<file path="src/rtl/obf_scan_pkg.sv">
package obf_scan_pkg;

   localparam int MAX_STAGES = 16;
   localparam int FORM_W     = 64;

   typedef logic [FORM_W-1:0] affine_t;

   // Affine form of the serial output K scan cycles after time t.
   // bit 0           : constant 1
   // bit 1+s         : x(t+s), s = 0..k
   // bit k+2+j       : initial content of stage j
   function automatic affine_t output_form(
      input int                  k,
      input logic [15:0]         inv,
      input logic [15:0]         xt,
      input logic [255:0]        st,
      input logic [15:0]         ot,
      input logic                oinv
   );
      affine_t cur [MAX_STAGES];
      affine_t nxt [MAX_STAGES];
      affine_t one;
      affine_t xv;
      affine_t z;
      one = affine_t'(1);
      for (int j = 0; j < MAX_STAGES; j++) begin
         cur[j] = (j < k) ? (one << (k + 2 + j)) : '0;
         nxt[j] = '0;
      end
      for (int s = 0; s < MAX_STAGES; s++) begin
         if (s < k) begin
            xv = one << (1 + s);
            for (int i = 0; i < MAX_STAGES; i++) begin
               if (i < k) begin
                  nxt[i] = (i == 0) ? xv : cur[(i == 0) ? 0 : i - 1];
                  if (inv[i]) nxt[i] = nxt[i] ^ one;
                  if (xt[i])  nxt[i] = nxt[i] ^ xv;
                  for (int j = 0; j < MAX_STAGES; j++) begin
                     if (j < k && st[i*k + j]) nxt[i] = nxt[i] ^ cur[j];
                  end
               end
            end
            for (int i = 0; i < MAX_STAGES; i++) cur[i] = nxt[i];
         end
      end
      z = cur[k-1];
      if (oinv) z = z ^ one;
      for (int j = 0; j < MAX_STAGES; j++) begin
         if (j < k && ot[j]) z = z ^ cur[j];
      end
      return z;
   endfunction

endpackage

</file>
<file path="src/rtl/obf_scan_cell.sv">
module obf_scan_cell (
   input  logic clk,
   input  logic rst,
   input  logic scan_en,
   input  logic par_d,
   input  logic chain_d,
   output logic q
);

   logic d_sel;

   always_comb d_sel = scan_en ? chain_d : par_d;

   always_ff @(posedge clk) begin
      if (rst) q <= 1'b0;
      else     q <= d_sel;
   end

endmodule

</file>
<file path="src/rtl/obf_stage_net.sv">
module obf_stage_net #(
   parameter int               K          = 3,
   parameter logic [K-1:0]     INV_MASK   = '0,
   parameter logic [K-1:0]     X_TAPS     = '0,
   parameter logic [K*K-1:0]   STAGE_TAPS = '0
) (
   input  logic          scan_in,
   input  logic [K-1:0]  state_q,
   output logic [K-1:0]  chain_d
);

   if (X_TAPS[0] != 1'b0) begin : g_bad_xtap0
      $error("obf_stage_net: first stage may not tap the serial input");
   end

   for (genvar i = 0; i < K; i++) begin : g_stage
      localparam logic [K-1:0] ROW     = STAGE_TAPS[i*K +: K];
      localparam logic [K-1:0] ALLOWED = (i <= 1) ? '0
                                        : ((K'(1) << (i - 1)) - K'(1));
      logic shift_src;
      logic tap_sum;

      if ((ROW & ~ALLOWED) != '0) begin : g_bad_row
         $error("obf_stage_net: stage tap at or after predecessor");
      end

      if (i == 0) begin : g_head
         assign shift_src = scan_in;
      end else begin : g_body
         assign shift_src = state_q[i-1];
      end

      if (ROW == '0) begin : g_no_taps
         assign tap_sum = 1'b0;
      end else begin : g_taps
         assign tap_sum = ^(state_q & ROW);
      end

      assign chain_d[i] = shift_src ^ INV_MASK[i] ^ (X_TAPS[i] & scan_in) ^ tap_sum;
   end

endmodule

</file>
<file path="src/rtl/obf_out_net.sv">
module obf_out_net #(
   parameter int            K        = 3,
   parameter logic [K-1:0]  OUT_TAPS = '0,
   parameter logic          OUT_INV  = 1'b0
) (
   input  logic [K-1:0] state_q,
   output logic         scan_out
);

   if (OUT_TAPS[K-1] != 1'b0) begin : g_bad_otap
      $error("obf_out_net: last stage is always in the output, tap bit must be 0");
   end

   if (OUT_TAPS == '0) begin : g_plain
      assign scan_out = state_q[K-1] ^ OUT_INV;
   end else begin : g_mixed
      assign scan_out = state_q[K-1] ^ OUT_INV ^ (^(state_q & OUT_TAPS));
   end

endmodule

</file>
<file path="src/rtl/obf_scan_chain.sv">
module obf_scan_chain #(
   parameter int               K          = 3,
   parameter logic [K-1:0]     INV_MASK   = 3'b010,
   parameter logic [K-1:0]     X_TAPS     = 3'b100,
   parameter logic [K*K-1:0]   STAGE_TAPS = '0,
   parameter logic [K-1:0]     OUT_TAPS   = '0,
   parameter logic             OUT_INV    = 1'b0
) (
   input  logic          clk,
   input  logic          rst,
   input  logic          scan_en,
   input  logic          scan_in,
   input  logic [K-1:0]  par_in,
   output logic          scan_out,
   output logic [K-1:0]  state_q
);

   localparam obf_scan_pkg::affine_t FORM = obf_scan_pkg::output_form(
      K, 16'(INV_MASK), 16'(X_TAPS), 256'(STAGE_TAPS), 16'(OUT_TAPS), OUT_INV);

   if (K < 1 || K > obf_scan_pkg::MAX_STAGES) begin : g_bad_k
      $error("obf_scan_chain: K out of range");
   end
   if (FORM[1] != 1'b1) begin : g_bad_lead
      $error("obf_scan_chain: oldest input does not reach the output");
   end
   if ((FORM >> (K + 2)) != '0) begin : g_bad_flush
      $error("obf_scan_chain: output still depends on old state after K shifts");
   end

   logic [K-1:0] chain_d;

   obf_stage_net #(
      .K(K), .INV_MASK(INV_MASK), .X_TAPS(X_TAPS), .STAGE_TAPS(STAGE_TAPS)
   ) u_net (
      .scan_in (scan_in),
      .state_q (state_q),
      .chain_d (chain_d)
   );

   for (genvar i = 0; i < K; i++) begin : g_cell
      obf_scan_cell u_cell (
         .clk     (clk),
         .rst     (rst),
         .scan_en (scan_en),
         .par_d   (par_in[i]),
         .chain_d (chain_d[i]),
         .q       (state_q[i])
      );
   end

   obf_out_net #(
      .K(K), .OUT_TAPS(OUT_TAPS), .OUT_INV(OUT_INV)
   ) u_out (
      .state_q  (state_q),
      .scan_out (scan_out)
   );

endmodule

</file>
<file path="config.mk">
export PLATFORM = sky130hd
export DESIGN_NAME = obf_scan_chain
export DESIGN_NICKNAME = d
export VERILOG_FILES = /design/src/rtl/obf_scan_pkg.sv /design/src/rtl/obf_scan_cell.sv /design/src/rtl/obf_stage_net.sv /design/src/rtl/obf_out_net.sv /design/src/rtl/obf_scan_chain.sv
export SDC_FILE = /design/constraint.sdc
export NUM_CORES = 1
export LEC_CHECK = 0
export ABC_AREA = 1
export BUFFER_PORTS_ARGS = -buffer_cell sky130_fd_sc_hd__buf_2
export CAP_MARGIN = 15
export CORE_AREA = 2 2 39 41
export DETAILED_ROUTE_END_ITERATION = 10
export DIE_AREA = 0 0 41 43
export HOLD_SLACK_MARGIN = 0.08
export SKIP_LAST_GASP = 1
export SYNTH_ARGS = -nofsm -noshare
export SYNTH_HDL_FRONTEND = slang
export SYNTH_SLANG_ARGS = --single-unit
</file>
<file path="constraint.sdc">
create_clock -name clk -period 0.85 [get_ports clk]
set_input_delay 0.0425 -clock clk [delete_from_list [all_inputs] [get_ports clk]]
set_output_delay 0.0425 -clock clk [all_outputs]
set_load 0.02 [all_outputs]
</file>
* Word-level counts from Yosys, hierarchy flattened
Cells that the tools add are included.
Widths: inputs -> output; s select.
** Cells by class
- Mux-type cells :: 3
- Bitwise logic cells :: 2
** Operators with widths (count)
- $mux 1 :: 3
- $not 1->1 :: 1
- $xor 1x1->1 :: 1
** Storage, ports and cells
- Register bits after elaboration :: 3
- Input bits :: 7
- Output and inout port bits :: 4
- Word-level logic and storage cells :: 8

* Longest topological paths before layout
- Depth in word-level cells :: 2
- Depth in mapped cells :: 5
- Depth with buffers taken out :: 5

* Modules after synthesis
A second synthesis with hierarchy kept.
** Unflattened totals
- Cell total of the unflattened synthesis :: 29
- Area total of the unflattened synthesis :: 172.7 um^2
** By module, submodules not included
- obf_scan_cell :: instances 3, cells an instance 7, area an instance 45.0 um^2, sequential area each 20.0 um^2
- obf_stage_net :: instances 1, cells an instance 7, area an instance 30.0 um^2, sequential area each 0.0 um^2
- obf_out_net :: instances 1, cells an instance 1, area an instance 7.5 um^2, sequential area each 0.0 um^2

* Worst setup path before layout
No wires, ideal clock.
- Path type :: reg2reg
- Start :: reg g_cell[1].u_cell.q
- End :: reg g_cell[2].u_cell.q
- Setup time :: 0.109 ns
- Arrival :: 0.530 ns
- Data required time :: 0.741 ns
- Path slack :: 0.211 ns
- Stages on the path, launching flop included :: 6
- Path buffers :: 0
- Period minus slack after synthesis :: 0.639 ns
- Path through :: dfxtp_1 > inv_1 > nand2_1 > nand3_1 > nand2_1 > inv_1
** Between the ends
- Word-level cells in the longest chain between the ends :: 2
** Ends and longest elaborated chain
- from (decl) :: RTL line obf_scan_cell.sv:7 : output logic q
- from (signal assigned) :: RTL line obf_scan_cell.sv:16 : else q <= d_sel;
- $xor 1x1->1 :: RTL line obf_stage_net.sv:39 : assign chain_d[i] = shift_src ^ INV_MASK[i] ^ (X_TAPS[i] & scan_in) ^ tap_sum;
- $mux 1 :: RTL line obf_scan_cell.sv:12 : always_comb d_sel = scan_en ? chain_d : par_d;
- to (signal assigned) :: RTL line obf_scan_cell.sv:16
- to (decl) :: RTL line obf_scan_cell.sv:7
No other way between the ends.
A chain may end at the register's enable or synchronous reset.

==> metrics.csv <==
metric,value,unit
antenna_found_initial,0,
p_seq_frac,0.321,
max_flop_register,g_cell.u_cell.q,
synth_top_area_frac,0.4211,
met1_usage,0.05128,
postRouteAntennaNets,0,
drv_cap,0,
gr-usage-met3,0.01571,
layout-drive-gt1-share,0.3636,
synth-edff-count,0,
slowest_delay,530,ps
ys.flop_type,dfxtp_1,
max_slew_margin,0.8467,
vias,153,
largest_reg_flops,3,
drc,0,
crit_chain,dlygate4sd3_1 -> buf_2 -> o21bai_1 -> a21oi_1,
dieArea,0.001763,sq mm
cp_slowest_cell,dlygate4sd3_1,
gr-total-overflow,0,
synth_area_leaders,"dfxtp_1 42%, buf_4 16%, o21bai_1 11%",
start_util,0.1031,
numPortBuffers,10,
p_leak,0.0001446,uW
clockBufferDepth,2,
fp.dieW,41,um
setup_viol,0,
hold_path_class,in -> reg,
arrival,950,ps
worstMarginPinSlew,230.0,ps
synth_seq_area_share,0.4211,
ys_ff_latch,3,
maxSlewViolCount,0,
cts_tree,done,
grt_pass1_vias,144,
cts-buffers-inserted,3,
drtPass1Iterations,1,
ys_warn_count,0,
power.switching,119.9,uW
switching_share,0.2442,
grt_usage,0.04915,
clkSinkCount,3,
path_buf_inv,2,
critPathMaxFanout,3,
nets,41,
syn_inst,19,
die_h,43,um
synthArstFlopShare,0,
fmax,1276,MHz
grt_max_degree,7,
diodes,0,
routedWlPerCell,6.776,um
area_growth,85.09,%
status,completed,
powerDensity,1859,mW/mm^2
globalRoute.busiestLayer,met4,
p_int,371.0,uW
cpLargestDelayFamily,buffers and inverters,
clk_pin_slew,40,ps
synth_area_leader_cell,dfxtp_1,
routed_wl,332,um
cp-end-kind,register,
drtIter0Drc,0,
vdd_drop_max,0.2440,mV
fin_crit_sh,0.9218,
insertion_delay,230,ps
synth_common_cells,"3 x buf_4, 3 x dfxtp_1, 3 x inv_1, 3 x nand2_1",
rows,14,
synthDistinctLibCells,8,
worstSetupStartpointType,primary input,
viasPerCell,3.122,
io_pins,11,
syn_avg_cell_area,7.507,sq um
core,0.001384,sq mm
critPathRequiredTime,1010,ps
pwr-share-clk,0.503,
final-hold-violation-count,0,
fin_util,0.1908,
fin_tns_setup,0,ps
syn_area,142.6,sq um
cts_root_buffer,clkbuf_4,
grt_pass1_wl,496,um
skew,1.803,ps
h-tree-depth,1,
min_period,783.5,ps
largestRegisters,g_cell.u_cell.q x3,
combPwrFrac,0.176,
rsz0062_at_grt,no,
place_congestion,0.6016,
use_met2,0.04688,
synth.net_count,26,
crit_type,in -> reg,
==> metal layers <==
metal	vias up	wire, um
li1	85	-
met1	61	158
met2	7	148
met3	0	25
met4	0	0
met5	-	0
==> stage by stage <==
step / worst slack, ps / hold WS, ps / std cells / total power, uW / instance area, sq um
after global routing: 7.404 / 168.9 / 49 / 529.0 / 264.0
after detailed placement: 160.9 / 304.0 / 42 / 230.3 / 190.2
after floorplan: 210.8 / 131.0 / 19 / 211.0 / 142.6
after CTS: 28.28 / 118.1 / 51 / 508.3 / 266.5
final: 66.47 / 120.9 / 49 / 490.9 / 264.0
after global placement: 178.7 / 291.6 / 42 / 228.8 / 190.2
==> final cells by class <==
class / count / area, sq um
multi-input combinational: 10 / 53.80
clock buffer: 4 / 26.28
timing repair buffer: 13 / 92.59
inverter: 3 / 11.26
fill: 163 / 1120
tap: 16 / 20.02
sequential: 3 / 60.06
==> worst reg2reg max path: stages (launching register included) <==
cell and delay, ps:
dfxtp_1 330, inv_1 50, nand2_1 70, nand3_2 70, nand2_1 70, inv_1 30
==> power groups by stage <==
stage | Sequential [uW] | Clock (uW) | Combinational, uW
after global routing | 159 | 274 | 96.0
after CTS | 158 | 263 | 87.9
after detailed placement | 160 | 0 | 70.4
after floorplan | 164 | 0 | 46.9
final | 158 | 247 | 86.2
after global placement | 159 | 0 | 69.6
==> cells by family after synthesis <==
group | Yosys count | share of synthesized area
compound gates | 4 | 0.1754
buf+inv | 6 | 0.2368
flops | 3 | 0.4211
simple gates | 6 | 0.1666
==> layout by cell type, fill, tap and decap left out <==
| cell type | instances |
|---|---|
| dlymetal6s4s_1 | 1 |
| dlygate4sd3_1 | 4 |
| nand2_1 | 3 |
| nor2_1 | 2 |
| o21bai_1 | 2 |
| clkbuf_4 | 3 |
| a21oi_1 | 2 |
| buf_2 | 8 |
| nand3_2 | 1 |
| inv_1 | 3 |
| clkbuf_1 | 1 |
| dfxtp_1 | 3 |
==> worst paths after layout <==
check | cells past startpoint | startpoint | slack (ps) | to
hold reg to reg | 1 | g_cell[0].u_cell.q$_SDFF_PP0_ | 440 | g_cell[1].u_cell.q$_SDFF_PP0_
hold / removal | 5 | par_in[2] | 120 | g_cell[2].u_cell.q$_SDFF_PP0_
setup reg to reg | 5 | g_cell[1].u_cell.q$_SDFF_PP0_ | 130 | g_cell[2].u_cell.q$_SDFF_PP0_
setup / recovery | 4 | rst | 70 | g_cell[1].u_cell.q$_SDFF_PP0_
==> what timing repair did <==
item	4_1_cts	5_1_grt
endpoints found under the hold margin	3	0
gates resized for setup	0	2
setup endpoints to repair	0	1
hold buffers	5	0
setup buffers	0	0
(Power assumes the default switching activity.)
